### src/rtl/insn_dec_pkg.sv
package insn_dec_pkg;
  localparam int IW     = 32;
  localparam int RW     = 5;
  localparam int OPW    = 6;
  localparam int FNW    = 6;
  localparam int IMM_W  = 16;
  localparam int LONG_W = 26;

  typedef enum logic [1:0] {
    FMT_IMM = 2'd0,
    FMT_REG = 2'd1,
    FMT_JMP = 2'd2,
    FMT_BAD = 2'd3
  } fmt_e;

  localparam logic [OPW-1:0] OP_CALL = 6'h00;
  localparam logic [OPW-1:0] OP_ADDI = 6'h04;
  localparam logic [OPW-1:0] OP_BLT  = 6'h16;
  localparam logic [OPW-1:0] OP_LDW  = 6'h17;
  localparam logic [OPW-1:0] OP_REG  = 6'h3A;
  localparam logic [FNW-1:0] FN_ADD  = 6'h31;
  localparam logic [FNW-1:0] FN_SUB  = 6'h39;

  typedef struct packed {
    logic is_alu;
    logic alu_sub;
    logic is_load;
    logic is_branch;
    logic is_call;
    logic illegal;
  } kind_t;
endpackage

### src/rtl/insn_field_split.sv
module insn_field_split
  import insn_dec_pkg::*;
#(
  parameter int XLEN = 32
) (
  input  logic [IW-1:0]     instr,
  output logic [OPW-1:0]    op,
  output logic [RW-1:0]     fa,
  output logic [RW-1:0]     fb,
  output logic [RW-1:0]     fc,
  output logic [FNW-1:0]    fn,
  output logic [RW-1:0]     sh,
  output logic [XLEN-1:0]   imm_sx,
  output logic [LONG_W-1:0] imm_long
);
  localparam int A_LSB   = IW - RW;
  localparam int B_LSB   = A_LSB - RW;
  localparam int C_LSB   = B_LSB - RW;
  localparam int SH_LSB  = OPW;
  localparam int FN_LSB  = SH_LSB + RW;
  localparam int IMM_LSB = OPW;
  localparam int IMM_MSB = IMM_LSB + IMM_W - 1;

  always_comb begin
    op       = instr[OPW-1:0];
    fa       = instr[A_LSB +: RW];
    fb       = instr[B_LSB +: RW];
    fc       = instr[C_LSB +: RW];
    fn       = instr[FN_LSB +: FNW];
    sh       = instr[SH_LSB +: RW];
    imm_sx   = {{(XLEN-IMM_W){instr[IMM_MSB]}}, instr[IMM_LSB +: IMM_W]};
    imm_long = instr[OPW +: LONG_W];
  end
endmodule

### src/rtl/insn_classifier.sv
module insn_classifier
  import insn_dec_pkg::*;
(
  input  logic [OPW-1:0] op,
  input  logic [FNW-1:0] fn,
  output fmt_e           fmt,
  output kind_t          kind
);
  always_comb begin
    fmt  = FMT_BAD;
    kind = '0;
    unique case (op)
      OP_CALL: begin fmt = FMT_JMP; kind.is_call   = 1'b1; end
      OP_ADDI: begin fmt = FMT_IMM; kind.is_alu    = 1'b1; end
      OP_BLT:  begin fmt = FMT_IMM; kind.is_branch = 1'b1; end
      OP_LDW:  begin fmt = FMT_IMM; kind.is_load   = 1'b1; end
      OP_REG: begin
        fmt = FMT_REG;
        if (fn == FN_ADD) begin
          kind.is_alu = 1'b1;
        end else if (fn == FN_SUB) begin
          kind.is_alu  = 1'b1;
          kind.alu_sub = 1'b1;
        end else begin
          kind.illegal = 1'b1;
        end
      end
      default: kind.illegal = 1'b1;
    endcase
  end
endmodule

### src/rtl/pc_next_unit.sv
module pc_next_unit
  import insn_dec_pkg::*;
#(
  parameter int XLEN = 32
) (
  input  logic [XLEN-1:0]   pc,
  input  logic [XLEN-1:0]   imm_sx,
  input  logic [LONG_W-1:0] imm_long,
  input  kind_t             kind,
  input  logic              br_taken,
  output logic [XLEN-1:0]   nxt_pc,
  output logic [XLEN-1:0]   link
);
  localparam int REGION = XLEN - LONG_W - 2;

  logic [XLEN-1:0] seq_pc;
  logic [XLEN-1:0] br_sum;
  logic [XLEN-1:0] call_pc;

  generate
    if (REGION > 0) begin : g_region
      always_comb call_pc = {pc[XLEN-1 -: REGION], imm_long, 2'b00};
    end else begin : g_flat
      logic [LONG_W+1:0] full_tgt;
      always_comb full_tgt = {imm_long, 2'b00};
      always_comb call_pc  = full_tgt[XLEN-1:0];
    end
  endgenerate

  always_comb begin
    seq_pc = pc + XLEN'(4);
    br_sum = seq_pc + imm_sx;
    link   = seq_pc;
    if (kind.is_call) begin
      nxt_pc = call_pc;
    end else if (kind.is_branch && br_taken) begin
      nxt_pc = {br_sum[XLEN-1:2], 2'b00};
    end else begin
      nxt_pc = seq_pc;
    end
  end
endmodule

### src/rtl/insn_decode_pc.sv
module insn_decode_pc
  import insn_dec_pkg::*;
#(
  parameter int              XLEN     = 32,
  parameter logic [XLEN-1:0] RESET_PC = '0
) (
  input  logic              clk,
  input  logic              rst_n,
  input  logic [31:0]       instr,
  input  logic              advance,
  input  logic              br_taken,
  output logic [XLEN-1:0]   pc,
  output logic [1:0]        fmt,
  output logic [4:0]        fld_a,
  output logic [4:0]        fld_b,
  output logic [4:0]        fld_c,
  output logic [5:0]        fn_code,
  output logic [4:0]        sh_amt,
  output logic [XLEN-1:0]   imm_sx,
  output logic [25:0]       imm_long,
  output logic              is_alu,
  output logic              alu_sub,
  output logic              is_load,
  output logic              is_branch,
  output logic              is_call,
  output logic              illegal,
  output logic [XLEN-1:0]   link_addr
);
  logic [OPW-1:0]  op;
  fmt_e            fmt_w;
  kind_t           kind;
  logic [XLEN-1:0] pc_q;
  logic [XLEN-1:0] pc_d;

  insn_field_split #(.XLEN(XLEN)) u_split (
    .instr    (instr),
    .op       (op),
    .fa       (fld_a),
    .fb       (fld_b),
    .fc       (fld_c),
    .fn       (fn_code),
    .sh       (sh_amt),
    .imm_sx   (imm_sx),
    .imm_long (imm_long)
  );

  insn_classifier u_class (
    .op   (op),
    .fn   (fn_code),
    .fmt  (fmt_w),
    .kind (kind)
  );

  pc_next_unit #(.XLEN(XLEN)) u_next (
    .pc       (pc_q),
    .imm_sx   (imm_sx),
    .imm_long (imm_long),
    .kind     (kind),
    .br_taken (br_taken),
    .nxt_pc   (pc_d),
    .link     (link_addr)
  );

  always_ff @(posedge clk or negedge rst_n) begin
    if (!rst_n) begin
      pc_q <= RESET_PC;
    end else if (advance) begin
      pc_q <= pc_d;
    end
  end

  always_comb begin
    pc        = pc_q;
    fmt       = fmt_w;
    is_alu    = kind.is_alu;
    alu_sub   = kind.alu_sub;
    is_load   = kind.is_load;
    is_branch = kind.is_branch;
    is_call   = kind.is_call;
    illegal   = kind.illegal;
  end
endmodule

### config.mk
export PLATFORM = sky130hd
export DESIGN_NAME = insn_decode_pc
export DESIGN_NICKNAME = d
export VERILOG_FILES = /design/src/rtl/insn_dec_pkg.sv /design/src/rtl/insn_field_split.sv /design/src/rtl/insn_classifier.sv /design/src/rtl/pc_next_unit.sv /design/src/rtl/insn_decode_pc.sv
export SDC_FILE = /design/constraint.sdc
export NUM_CORES = 1
export LEC_CHECK = 0
export ABC_AREA = 1
export BUFFER_PORTS_ARGS = -buffer_cell sky130_fd_sc_hd__buf_2
export CAP_MARGIN = 5
export CELL_PAD_IN_SITES_DETAIL_PLACEMENT = 0
export CELL_PAD_IN_SITES_GLOBAL_PLACEMENT = 1
export CORE_UTILIZATION = 30
export CTS_BUF_LIST = sky130_fd_sc_hd__clkbuf_16
export DETAILED_ROUTE_END_ITERATION = 8
export HOLD_SLACK_MARGIN = 0.03
export PLACE_DENSITY_LB_ADDON = 0.25
export SLEW_MARGIN = 25
export SYNTH_ARGS = -nofsm -noshare
export SYNTH_HDL_FRONTEND = slang
export SYNTH_HIERARCHICAL = 1
export SYNTH_SLANG_ARGS = --single-unit
### constraint.sdc
create_clock -name clk -period 4.9 [get_ports clk]
set_clock_uncertainty 0.2 [all_clocks]
set_input_delay 0.49 -clock clk [delete_from_list [all_inputs] [get_ports clk]]
set_output_delay 0.49 -clock clk [all_outputs]
set_load 0.03 [all_outputs]
## After elaboration in Yosys (flattened, before gate mapping)

Index checks and enable logic that the tools add are counted.

| cells by class | value |
|---|---|
| reductions and logical operators | 5 |
| eq/ne operators | 6 |
| add/subtract/negate cells | 2 |
| bitwise operators | 1 |
| muxes and demuxes | 14 |

Operators by type and width:

| cell | count |
|---|---|
| $add A32 B3 Y32 const B | 1 |
| $add A32 B32 Y32 | 1 |
| $mux W32 | 1 |
| $mux W28 | 1 |
| $eq A6 B6 Y1 const B | 3 |
| $eq A6 B5 Y1 const B | 2 |
| $mux W1 | 8 |
| $eq A6 B3 Y1 const B | 1 |
| $logic_not A6 Y1 | 1 |
| $pmux W2 S3 | 1 |
| $pmux W1 S2 | 2 |
| $reduce_or A4 Y1 | 1 |
| $reduce_or A3 Y1 | 1 |
| $mux W2 | 1 |
| $reduce_and A2 Y1 | 1 |
| $logic_and A1 B1 Y1 | 1 |
| $not A1 Y1 | 1 |

| storage, ports and cells | value |
|---|---|
| bits of input ports | 36 |
| bits in registers | 32 |

## Depth between registers and ports, before layout

Gate-level depths: netlist of run 1.

| depth | value |
|---|---|
| depth in word-level cells | 5 |
| gate-level depth with buffers | 26 |
| mapped depth without buffers | 26 |

## By module

Netlist of run 1, hierarchy kept.

By module, submodules not included:

| module | area each (um^2) | instances | cells each | seq. area each (um^2) |
|---|---|---|---|---|
| pc_next_unit | 4026.4 | 1 | 842 | 0.0 |
| insn_decode_pc | 1292.5 | 1 | 136 | 800.8 |
| insn_field_split | 675.6 | 1 | 90 | 0.0 |
| insn_classifier | 153.9 | 1 | 36 | 0.0 |

## Least setup slack after synthesis of run 1

Ideal clock, no wire load.

| timing | value |
|---|---|
| path type | reg-to-reg |
| start | register pc_q[2], in the netlist pc[2] |
| end | register pc_q[24], in the netlist pc[24] |
| setup time | 0.118 ns |
| data arrival time | 3.091 ns |
| cell stages (with the launch flop) | 21 |
| slack | 1.491 ns |
| path buffers | 0 |
| cell sequence | dfrtp_1 inv_2 nor2_4 nand2_2 nor2_4 xor2_1 ha_1 nand2_1 inv_1 nand2_1 nand2_1 a21oi_1 nor2_1 nor2_1 nand2_1 nand2_1 nand3_1 nand2_1 nand2_1 nand2_1 nand2_1 |

| between the ends | value |
|---|---|
| longest elaborated chain between the ends | 4 |

Ends and longest elaborated chain:

| element | RTL line | text |
|---|---|---|
| start: declaration | insn_decode_pc.sv:32 | `logic [XLEN-1:0] pc_q;` |
| start signal: assignment | insn_decode_pc.sv:68 | `pc_q <= pc_d;` |
| $add A32 B3 Y32 | pc_next_unit.sv:31 | `seq_pc = pc + XLEN'(4);` |
| via link_addr[2] | insn_decode_pc.sv:27 | `output logic [XLEN-1:0] link_addr` |
| $add A32 B32 Y32 | pc_next_unit.sv:32 | `br_sum = seq_pc + imm_sx;` |
| $mux W32 | pc_next_unit.sv:36 | `end else if (kind.is_branch && br_taken) begin` |
| $mux W28 | pc_next_unit.sv:34 | `if (kind.is_call) begin` |
| via pc_d[24] | insn_decode_pc.sv:33 | `logic [XLEN-1:0] pc_d;` |

The timed path passes the listed nets, and every way through them passes these cells.
A chain may end at the register's enable or synchronous reset.

## Worst setup path after layout of run 1

| timing | value |
|---|---|
| start | register pc_q[2], in the netlist pc[2] |
| end | register pc_q[16], in the netlist pc[16] |

| between the ends | value |
|---|---|
| longest elaborated chain between the ends | 4 |

Ends and longest elaborated chain:

| element | RTL line |
|---|---|
| $add A32 B3 Y32 (*) | pc_next_unit.sv:31 |
| $add A32 B32 Y32 | pc_next_unit.sv:32 |
| $mux W32 (*) | pc_next_unit.sv:36 |
| $mux W28 (*) | pc_next_unit.sv:34 |
| via pc_d[16] | insn_decode_pc.sv:33 |

Mark *: on every way through the listed nets, which the timed path passes. The rest lies on a longest branch.

==> results.txt, run 1 <==
Outcome: complete, no violations
Number of synthesized flops with an enable pin: 0
Post-route cell area: 6771 µm²
FMAX: 261.9 MHz
Crit path to: pc[16]
Reg clk slew, reported paths: 0.06 ns
Initial core utilization: 0.3048
Hpwl dp: 17980 µm
Sequential fraction of the synthesis area: 0.1302
Placed cell area: 6633 µm²
Mapped Nets: 1178
Num CTS Buffers: 5
DRC: 0
Grt total ovfl: 0
Total I/O pin count: 192
Avg WL per Cell: 15.21 µm
Slew @ Worst Pin: 0.9861 ns
Synth warnings: 6
Die Area: 21070 µm²
Sequential power share: 0.183
Global-route wire length before repair: 34130 µm
Worst R2R Setup Slack: 1.08 ns
CP Class: register to register
Largest register FFs: 32
Die Ht: 145.2 µm
Seq cells post-synth: 32
Period minus WS final: 3.818 ns
Setup bufs post-CTS: 0
Share of the synthesized area in the top cell type: 0.2735
Fin crit share: 0.7792
Lkg Pwr: 4.291 nW
Crit path launch: pc[2]
CTS tree: yes
Mean number of vias per cell: 4.484
Layout Area Growth over Synthesis: 10.13%
Setup ws final: 1.082 ns
Num rows: 52
Vias in the first global route: 5855
Top FF cell, synth: dfrtp_1
Share of layout cells above drive strength 1: 0.2050
RSZ-0062 raised after global routing: no
Hold crit path type: primary input to asynchronous set/reset pin
Top fanout value on the critical path: 5
Final Max Slew Viols: 0
Worst Setup Start Kind: register
Die width: 145.2 µm
Sw Ratio: 0.5856
Total track usage: 0.2089
I/O Buffers: 191
Mapped Cells: 1104
Worst R2R Path Depth: 19
Worst-skew pair later-pin latency: 0.29 ns
Clk buf depth: 2
Initial antenna violation count: 0
CP Data Arrival Time: 3.84 ns
Clk pwr share: 0.134
Worst R2R Start: pc[2]
Syn avg cell area: 5.569 µm²
WP data required: 4.92 ns
Max_slew headroom: 0.3419
PD cells: 344.5 nW/µm²
Internal power: 0.0009668 W
Hold-fix buffers at CTS: 0
Diodes inserted: 0
Synth area leaders: nand2_1 (27%), dfrtp_1 (13%), buf_4 (11%), inv_1 (9.9%), ha_1 (7.7%)
Pre-antenna DRT Iters: 5
Psw: 0.001366 W
Largest net degree at the start of global routing: 45
Util after Layout: 0.3357
Routed Antenna Nets: 0
Endpoint type of the worst setup path: register
Peak VDD IR: 0.1534 mV
Fraction of registers with async set/reset: 1.000
Clock H-tree levels: 2
MaxCap Viol Count: 0
Setup violators final: 0
Area leader, netlist: nand2_1
Final hold vios: 0
Synthesized cell area: 6148 µm²
Core Area: 20170 µm²
Setup TNS: 0 ns
Nets: 1268
# resized after CTS: 0
DRT Wirelength: 22280 µm
Netlist cell types: 42
Iteration-0 DRC Markers: 503
Vias: 6569
Routability Congestion: 0.8906
Combinational Power Share: 0.683
Placement Setup Slack: 1.148 ns
FF-to-FF End: pc[16]
Sink Count: 32
Clock Tree Root: clkbuf_16
-- per-layer routing --
layer	vias to the layer above	share of wire	GRT usage
li1	3444	-	-
met1	2959	0.51	0.3091
met2	157	0.45	0.3320
met3	9	0.035	0.01195
met4	0	0.011	0.04263
met5	-	0	0
-- stage by stage --
| step | power [W] | cells | hold slack [ns] |
|---|---|---|---|
| 2_1_floorplan | 0.001584 | 1104 | -0.005591 |
| 3_3_place_gp | 0.002024 | 1457 | 0.3470 |
| 3_5_place_dp | 0.002013 | 1457 | 0.3515 |
| 4_1_cts | 0.002341 | 1465 | 0.1361 |
| 5_1_grt | 0.002528 | 1465 | 0.1609 |
| 6_report | 0.002333 | 1465 | 0.09310 |
-- worst min path at each step --
stage | startpoint | to | depth (start not counted)
global placement | pc[0] | pc[0] | 2
floorplan | rst_n | pc[0] | 0
finish | rst_n | pc[27] | 1
CTS | rst_n | pc[21] | 1
detailed placement | pc[0] | pc[0] | 2
global route | rst_n | pc[21] | 1
-- cells by family after synthesis --
logic type | share of synthesized area
AOI/OAI and AO/OA | 0.06187
xor gates and xnor gates | 0.04803
adders and majority gates | 0.07733
buffers and inverters | 0.2391
DFF | 0.1302
and+or+nand+nor | 0.4434
-- cells in the mapped netlist, types with 3 or more instances --
cell	instances
nand2_2	15
ha_1	38
xor2_1	27
nor2_4	5
nand3_1	60
clkbuf_8	3
nor3_1	7
a21oi_1	37
nor2_2	7
inv_1	162
buf_6	3
o21ai_0	20
nor2_1	84
o21ai_1	10
clkbuf_1	11
nand4_1	9
inv_2	4
dfrtp_1	32
buf_4	92
nand2_1	448
xnor2_1	3
and2_1	4
-- cells in the final DEF (no fill, tap or decap), types with 2 or more instances in the layout --
| cell | count |
|---|---|
| nand2_1 | 448 |
| buf_2 | 191 |
| inv_1 | 162 |
| nor2_1 | 84 |
| nand3_1 | 60 |
| ha_1 | 38 |
| a21oi_1 | 37 |
| dfrtp_1 | 32 |
| xor2_1 | 27 |
| o21ai_0 | 20 |
| nand2_2 | 15 |
| o21ai_1 | 10 |
| nand4_1 | 9 |
| nor2_2 | 7 |
| nor3_1 | 7 |
| clkbuf_16 | 5 |
| nor2_4 | 5 |
| inv_2 | 4 |
| and2_1 | 4 |
| buf_4 | 3 |
| xnor2_1 | 3 |
| clkinv_1 | 2 |
| clkinv_2 | 2 |
| o21bai_1 | 2 |
| xnor2_2 | 2 |
| or2_2 | 2 |
-- critical path, cell delays in order (launching register included) --
cell and delay, ns:
dfrtp_1 0.45, ha_1 0.22, nand2_1 0.10, nor2_4 0.18, nand4_2 0.20, nor2_2 0.20
xor2_1 0.23, inv_1 0.13, ha_1 0.38, nand2_1 0.16, inv_1 0.05, nand2_1 0.06
nand2_1 0.09, a21oi_1 0.26, nand3_1 0.11, nand2_1 0.07, nor2_1 0.09, o21ai_0 0.37
nand2_1 0.10, nand2_1 0.10
-- area by class of cell --
| cell class | count | area, µm² |
|---|---|---|
| inverter | 168 | 638.1 |
| clock inverter | 3 | 13.76 |
| tap | 270 | 337.8 |
| clock buffer | 5 | 125.1 |
| sequential | 32 | 800.8 |
| timing repair buffer | 194 | 978.4 |
| fill | 2392 | 13400 |
| multi-input combinational | 793 | 3877 |
-- power groups by stage --
stage / registers [W] / clock network, W / logic [W]
6_report: 0.000427 / 0.000312 / 0.00159
5_1_grt: 0.000440 / 0.000331 / 0.00176
4_1_cts: 0.000427 / 0.000322 / 0.00159
3_5_place_dp: 0.000431 / 0 / 0.00158
3_3_place_gp: 0.000430 / 0 / 0.00159
2_1_floorplan: 0.000516 / 0 / 0.00107
No activity file was read; power rests on OpenSTA's default activity.
==> run 2, diff against run 1 <==
==> constraint.sdc (replaced) <==
create_clock -name clk -period 3.06 [get_ports clk]
set_clock_uncertainty 0.2 [all_clocks]
set_input_delay 0.306 -clock clk [delete_from_list [all_inputs] [get_ports clk]]
set_output_delay 0.306 -clock clk [all_outputs]
set_load 0.03 [all_outputs]
==> run 2 against run 1 <==
  * The run now ends with setup timing left
  * First-iteration DRC count shrank 28%
  * Die area is the same
  * Critical path depth increased by 4
  * Global-route usage increased by 1.3 points
  * Clock-buffer cell count is the same
  * Final cell count is 12% higher
  * Sequential power rose by 50%
  * Fmax is 17% higher
==> results.txt, run 2 (synthesis results as in run 1) <==
Critical-path top delay cell: dfrtp_2
Fin crit share: 1.064 (+0.2843)
RSZ-0062 raised after global routing: yes
Setup ws final: -0.1943 ns (-1.276 ns)
Clock H-tree levels: 2 (unchanged)
Outcome: complete, but fails checks
Total I/O pin count: 192 (unchanged)
Avg WL per Cell: 14.73 µm (-3.2%)
Top fanout value on the critical path: 5 (unchanged)
Worst R2R Path Depth: 23 (+4)
Final Max Slew Viols: 0 (unchanged)
Crit path to: pc[29]
Crit path launch: pc[2]
CP Data Arrival Time: 3.23 ns (-0.61 ns)
I/O Buffers: 191 (unchanged)
FMAX: 307.3 MHz (+17%)
Final hold vios: 0 (unchanged)
Initial antenna violation count: 0 (unchanged)
Worst-skew pair later-pin latency: 0.28 ns (about the same)
Peak VDD IR: 0.2608 mV (+70%)
Vias: 7299 (+11%)
Buf+Inv Stages, Crit Path: 2 (unchanged)
Global-route wire length before repair: 36450 µm (+6.8%)
Clock Tree Root: clkbuf_16
Share of layout cells above drive strength 1: 0.4716 (+0.2666)
Nets: 1447 (+14%)
Slew @ Worst Pin: 0.8495 ns (-0.1366 ns)
Grt total ovfl: 0 (unchanged)
Most frequent cells in the layout: nand2_1 (367), buf_2 (190), buf_4 (170)
WP data required: 3.04 ns (-1.88 ns)
Sink Count: 32 (unchanged)
Routability Congestion: 0.8861 (-0.51%)
Util after Layout: 0.4688 (+0.1331)
Hold crit path type: primary input to register
CTS tree: yes
DRT Wirelength: 24220 µm (+8.7%)
FF-to-FF End: pc[29]
Worst R2R Setup Slack: -0.19 ns (-1.28 ns)
Failing checks: setup timing
Hpwl dp: 19080 µm (+6.1%)
MaxCap Viol Count: 0 (unchanged)
Reg clk slew, reported paths: 0.06 ns (about the same)
Delay-heaviest family, CP: simple AND/OR/NAND/NOR gates
Period minus WS final: 3.254 ns (-0.5636 ns)
Pre-antenna DRT Iters: 5 (unchanged)
Layout Area Growth over Synthesis: 53.79%
CP Class: register to register
Core Area: 20170 µm² (unchanged)
Register area: 823.3 µm² (+2.8%)
Crit path depth: 23 (+4)
Num CTS Buffers: 5 (unchanged)
Setup violators final: 17 (+17)
Fillcell total: 2223 (-7.1%)
Mean number of vias per cell: 4.440 (-0.99%)
Clk buf depth: 2 (unchanged)
Routed Antenna Nets: 0 (unchanged)
Iteration-0 DRC Markers: 363 (-28%)
Max_slew headroom: 0.4336 (+0.09179)
Most common cell after layout, fill and taps aside: nand2_1
Diodes inserted: 0 (unchanged)
Most frequent CP cell: nand2_1
CP Cell Sequence: ha_4, nand2_4, nor2_4, nand2_4, nor2_8, nand2_4, nor2_4, xor2_2, inv_2, ha_4, nand2_2, nand2_2, buf_4, a31oi_1, nand2_1, a21oi_2, nand2_1, nand2_1, nand3_2, nand2_2, nand2_1, nand2_1, nand2_1
Largest net degree at the start of global routing: 45 (unchanged)
Initial core utilization: 0.3048 (unchanged)
Largest register FFs: 32 (unchanged)
Die width: 145.2 µm (unchanged)
PD cells: 538.4 nW/µm² (+56%)
Area of the multi-input gates: 5095 µm² (+31%)
CP peak stage delay: 0.43 ns (-0.02 ns)
Die Ht: 145.2 µm (unchanged)
Placement Setup Slack: -0.2959 ns (-1.444 ns)
Worst Setup Start Kind: register
DRC: 0 (unchanged)
Lkg Pwr: 5.378 nW (+25%)
Vias in the first global route: 6552 (+12%)
Total track usage: 0.2216 (+0.01274)
Endpoint type of the worst setup path: register
Die Area: 21070 µm² (unchanged)
Worst R2R Start: pc[2]
Num rows: 52 (unchanged)
run 2: worst min-delay path by stage:
stage / to / cells after the start / start
floorplan: pc[0] / 0 / rst_n
global placement: pc[27] / 1 / rst_n
detailed placement: pc[27] / 1 / rst_n
CTS: pc[20] / 5 / instr[24]
global route: pc[24] / 5 / instr[28]
finish: pc[20] / 5 / instr[24]
run 2: metal layers:
metal,up-vias,share of wire,track usage
met5,-,0,0
met4,0,0.011,0.04000
met3,19,0.037,0.01572
met2,184,0.46,0.3538
met1,3298,0.49,0.3271
li1,3798,-,-
run 2: worst reg2reg max path: cells and delay by family, from the launching register on:
family	cells	cell delay, ns
buffers and inverters	2	0.21
and+or+nand+nor	16	1.43
xor gates and xnor gates	1	0.18
AOI/OAI and AO/OA	2	0.25
DFF	1	0.43
adders and majority gates	2	0.43
run 2: where the power goes:
| part | internal [W] | switching [W] | leakage, nW |
|---|---|---|---|
| Clock | 0.000296 | 0.000199 | 0.0687 |
| Sequential | 0.000525 | 0.000115 | 0.398 |
| Combinational | 0.00160 | 0.00235 | 4.91 |
| Total | 0.00242 | 0.00267 | 5.38 |
run 2: repair_timing:
item | CTS | global route
pin swaps | 39 | 89
endpoints found under the hold margin | 32 | 0
hold buffers | 1 | 0
resized for setup | 85 | 149
endpoints found under the setup margin | 23 | 26
buffers inserted | 11 | 16
run 2: final cells by class:
| type | instances | share of cell area |
|---|---|---|
| multi-input cells | 793 | 0.5388 |
| clock buffers | 5 | 0.01323 |
| flip-flops and latches | 32 | 0.08707 |
| inverters | 168 | 0.06802 |
| well taps | 270 | 0.03573 |
| repair buffers | 373 | 0.2555 |
| clock inverters | 3 | 0.001588 |
run 2: through the flow:
stage / power [W] / instance area, µm² / hold slack (ns) / TNS, ns / instances
floorplan: 0.002665 / 6441 / -0.1896 / -0.01232 / 1104
global route: 0.005437 / 9455 / 0.2041 / -4.585 / 1644
finish: 0.005091 / 9455 / 0.1732 / -1.500 / 1644
global placement: 0.003933 / 8099 / 0.2565 / -2.734 / 1610
CTS: 0.004667 / 8700 / 0.1760 / -1.485 / 1630
detailed placement: 0.003925 / 8099 / 0.2630 / -3.601 / 1610
==> run 3, diff against run 2 <==
--- a/config.mk
+++ b/config.mk
@@ -5,7 +5,6 @@
 export SDC_FILE = /design/constraint.sdc
 export NUM_CORES = 1
 export LEC_CHECK = 0
-export ABC_AREA = 1
 export BUFFER_PORTS_ARGS = -buffer_cell sky130_fd_sc_hd__buf_2
 export CAP_MARGIN = 5
 export CELL_PAD_IN_SITES_DETAIL_PLACEMENT = 0
==> run 3 against run 2 <==
  * The flow still finishes with violations (setup timing)
  * Routed wire length fell by 13%
  * Largest power group unchanged
  * Clock power rose by 22%
  * Non-clock buffer count rose by 64
  * Combinational power rose by 120%
  * Critical path type unchanged
==> results.txt, run 3 <==
Clk buf depth: 2 (unchanged)
Share of layout cells above drive strength 1: 0.7171 (+0.2455)
Seq cells post-synth: 32 (unchanged)
Setup violators final: 22 (+5)
FMAX: 260.9 MHz (-15%)
Lkg Pwr: 4.419 nW (-18%)
Synth top cells by count: buf_4 (92), nand2_1 (53), a21oi_1 (42)
Hpwl dp: 14980 µm (-21%)
Initial core utilization: 0.3106 (+0.005725)
Reg clk slew, reported paths: 0.06 ns (about the same)
Fin crit share: 1.253 (+0.1891)
Share of the synthesized area in the top cell type: 0.1538 (-0.1197)
Outcome: complete, but fails checks
Clock Tree Root: clkbuf_16
Worst R2R Start: pc[3]
Layout Area Growth over Synthesis: 79.35%
Max_slew headroom: 0.4214 (-0.01228)
Delay-heaviest family, CP: simple AND/OR/NAND/NOR gates
Global-route wire length before repair: 32340 µm (-11%)
Mapped Nets: 702 (-40%)
Area leader, netlist: dfrtp_1
Setup TNS: -10.84 ns (-9.343 ns)
I/O Buffers: 191 (unchanged)
Grt total ovfl: 0 (unchanged)
Top FF cell, synth: dfrtp_1
Top fanout value on the critical path: 6 (+1)
Setup ws final: -0.7731 ns (-0.5787 ns)
Final Max Slew Viols: 0 (unchanged)
Routed Antenna Nets: 0 (unchanged)
Die Ht: 133.7 µm (-7.9%)
Total track usage: 0.2313 (+0.009680)
Pre-antenna DRT Iters: 5 (unchanged)
Period minus WS final: 3.833 ns (+0.5787 ns)
Synth warnings: 6 (unchanged)
PD cells: 1069 nW/µm² (+99%)
Num CTS Buffers: 5 (unchanged)
Final hold vios: 0 (unchanged)
Fraction of registers with async set/reset: 1.000 (unchanged)
RSZ-0062 raised after global routing: yes
CTS tree: yes
Diodes inserted: 0 (unchanged)
Largest net degree at the start of global routing: 33 (-27%)
WP data required: 3.04 ns (about the same)
Vias: 5956 (-18%)
Endpoint type of the worst setup path: register
Crit path launch: pc[3]
Synthesized cell area: 5205 µm² (-15%)
Syn avg cell area: 8.288 µm² (+49%)
Worst-skew pair later-pin latency: 0.30 ns (+0.02 ns)
Nets: 1031 (-29%)
Core Area: 16760 µm² (-17%)
Worst R2R Setup Slack: -0.77 ns (-0.58 ns)
Buf+Inv Stages, Crit Path: 1 (-1)
Iteration-0 DRC Markers: 260 (-28%)
Netlist cell types: 79 (+88%)
Placed cells: 1114 (-31%)
Mapped Cells: 628 (-43%)
Worst R2R Path Depth: 16 (-30%)
DRT Wirelength: 20960 µm (-13%)
Vias in the first global route: 5944 (-9.3%)
Count leader, synth: buf_4
Number of synthesized flops with an enable pin: 0 (unchanged)
DRC: 0 (unchanged)
Critical-path top delay cell: dfrtp_2
Mean number of vias per cell: 5.056 (+14%)
Largest register FFs: 32 (unchanged)
FF-to-FF End: pc[30]
Non-Filler Instances: 1178 (-28%)
Slew @ Worst Pin: 0.8679 ns (+0.01842 ns)
CP Data Arrival Time: 3.81 ns (+0.58 ns)
Avg WL per Cell: 17.79 µm (+21%)
Hold crit path type: primary input to register
CP peak stage delay: 0.41 ns (-0.02 ns)
Crit path depth: 16 (-30%)
Sink Count: 32 (unchanged)
CP Class: register to register
Die Area: 17880 µm² (-15%)
Sequential fraction of the synthesis area: 0.1538 (+0.02361)
Die width: 133.7 µm (-7.9%)
Most common cell after layout, fill and taps aside: buf_4
Synth area leaders: dfrtp_1 (15%), buf_4 (13%), ha_1 (9.1%), mux2_4 (8.9%), xnor2_1 (4.7%)
Crit path to: pc[30]
Num rows: 47 (-9.6%)
Clock H-tree levels: 2 (unchanged)
Failing checks: setup timing
Peak VDD IR: 0.7574 mV (+190%)
MaxCap Viol Count: 0 (unchanged)
Initial antenna violation count: 0 (unchanged)
Routability Congestion: 0.9030 (+1.9%)
CP Cell Sequence: ha_4, nand2_4, nor2_4, buf_6, nand4_1, xnor2_4, ha_4, nand4_1, nor2_2, nand2_1, o2111ai_2, nand2_2, o31ai_4, mux2_4, and3_4, mux2_4
Total I/O pin count: 192 (unchanged)
Most frequent cells in the layout: buf_4 (208), buf_2 (188), nand2_1 (40)
Worst Setup Start Kind: register
## run 3: cell types whose count changed in the layout (fill, tap and decap cells not counted), sizes merged, moves of 32 or more
cell / before / now
nand2: 464 / 55
mux2: 0 / 38
nand3: 61 / 29
buf: 372 / 436
nor2: 97 / 40
inv: 168 / 10
## run 3: worst reg2reg max path, cell delays in order, from the launching register on
cell       delay (ns)
dfrtp_2          0.41
ha_4             0.16
nand2_4          0.07
nor2_4           0.13
buf_6            0.13
nand4_1          0.21
xnor2_4          0.24
ha_4             0.33
nand4_1          0.21
nor2_2           0.22
nand2_1          0.09
o2111ai_2        0.24
nand2_2          0.11
o31ai_4          0.23
mux2_4           0.33
and3_4           0.15
mux2_4           0.25
## run 3: logic make-up after synthesis
| logic type | Yosys count | synth area share |
|---|---|---|
| compound gates | 158 | 0.2065 |
| xor+xnor | 47 | 0.08269 |
| fa+ha+maj | 38 | 0.09135 |
| buf+inv | 124 | 0.1724 |
| flops | 32 | 0.1538 |
| mux | 39 | 0.1065 |
| simple gates | 190 | 0.1868 |
## run 3: stage by stage
| step | hold slack [ns] | utilization | instance area [µm²] | total power, W | setup slack [ns] |
|---|---|---|---|---|---|
| after global placement | 0.2484 | 0.4517 | 7571 | 0.007341 | -0.8833 |
| final | 0.1733 | 0.5570 | 9335 | 0.009981 | -0.7731 |
| after CTS | 0.1667 | 0.5300 | 8884 | 0.009328 | -0.7071 |
| after detailed placement | 0.2721 | 0.4517 | 7571 | 0.007411 | -0.9360 |
| after global routing | 0.1847 | 0.5570 | 9335 | 0.01059 | -0.9167 |
| after floorplan | -0.1896 | - | 5737 | 0.004926 | -0.8075 |
## run 3: report_power, final
group | total, W | switching (W) | internal [W]
Clock | 0.000604 | 0.000223 | 0.000380
Combinational | 0.00860 | 0.00443 | 0.00417
Sequential | 0.000777 | 0.000144 | 0.000632
## run 3: worst min-delay path by stage
stage          startpoint  cells past startpoint  endpoint  slack (ns)
2_1_floorplan       rst_n                      0     pc[0]       -0.19
3_3_place_gp        rst_n                      1    pc[14]        0.25
3_5_place_dp        rst_n                      1    pc[14]        0.27
4_1_cts         instr[26]                      3    pc[22]        0.17
5_1_grt         instr[23]                      3    pc[19]        0.18
6_report        instr[23]                      3    pc[19]        0.17
## run 3: routing by layer
layer  vias up  part of all wire  track usage
li1       2851                 -            -
met1      2889              0.44       0.3054
met2       189              0.49       0.3915
met3        27             0.048      0.03653
met4         0             0.020      0.05556
met5         -                 0            0
## run 3: layout make-up
type                            count  area (µm²)
Tap cell                          220       275.3
Clock buffer                        5       125.1
Multi-Input combinational cell    472        5042
Timing Repair Buffer              437        2998
Clock inverter                      3       38.79
Sequential cell                    32       822.0
Inverter                            9       33.78
Fill cell                        1481        7425
## run 3: timing repair
item / in CTS / in global routing
setup endpoints to repair: 25 / 29
hold buffers: 1 / 0
gates resized for setup: 166 / 62
buffers inserted: 38 / 22
hold endpoints to repair: 32 / 0
pin swaps: 89 / 58
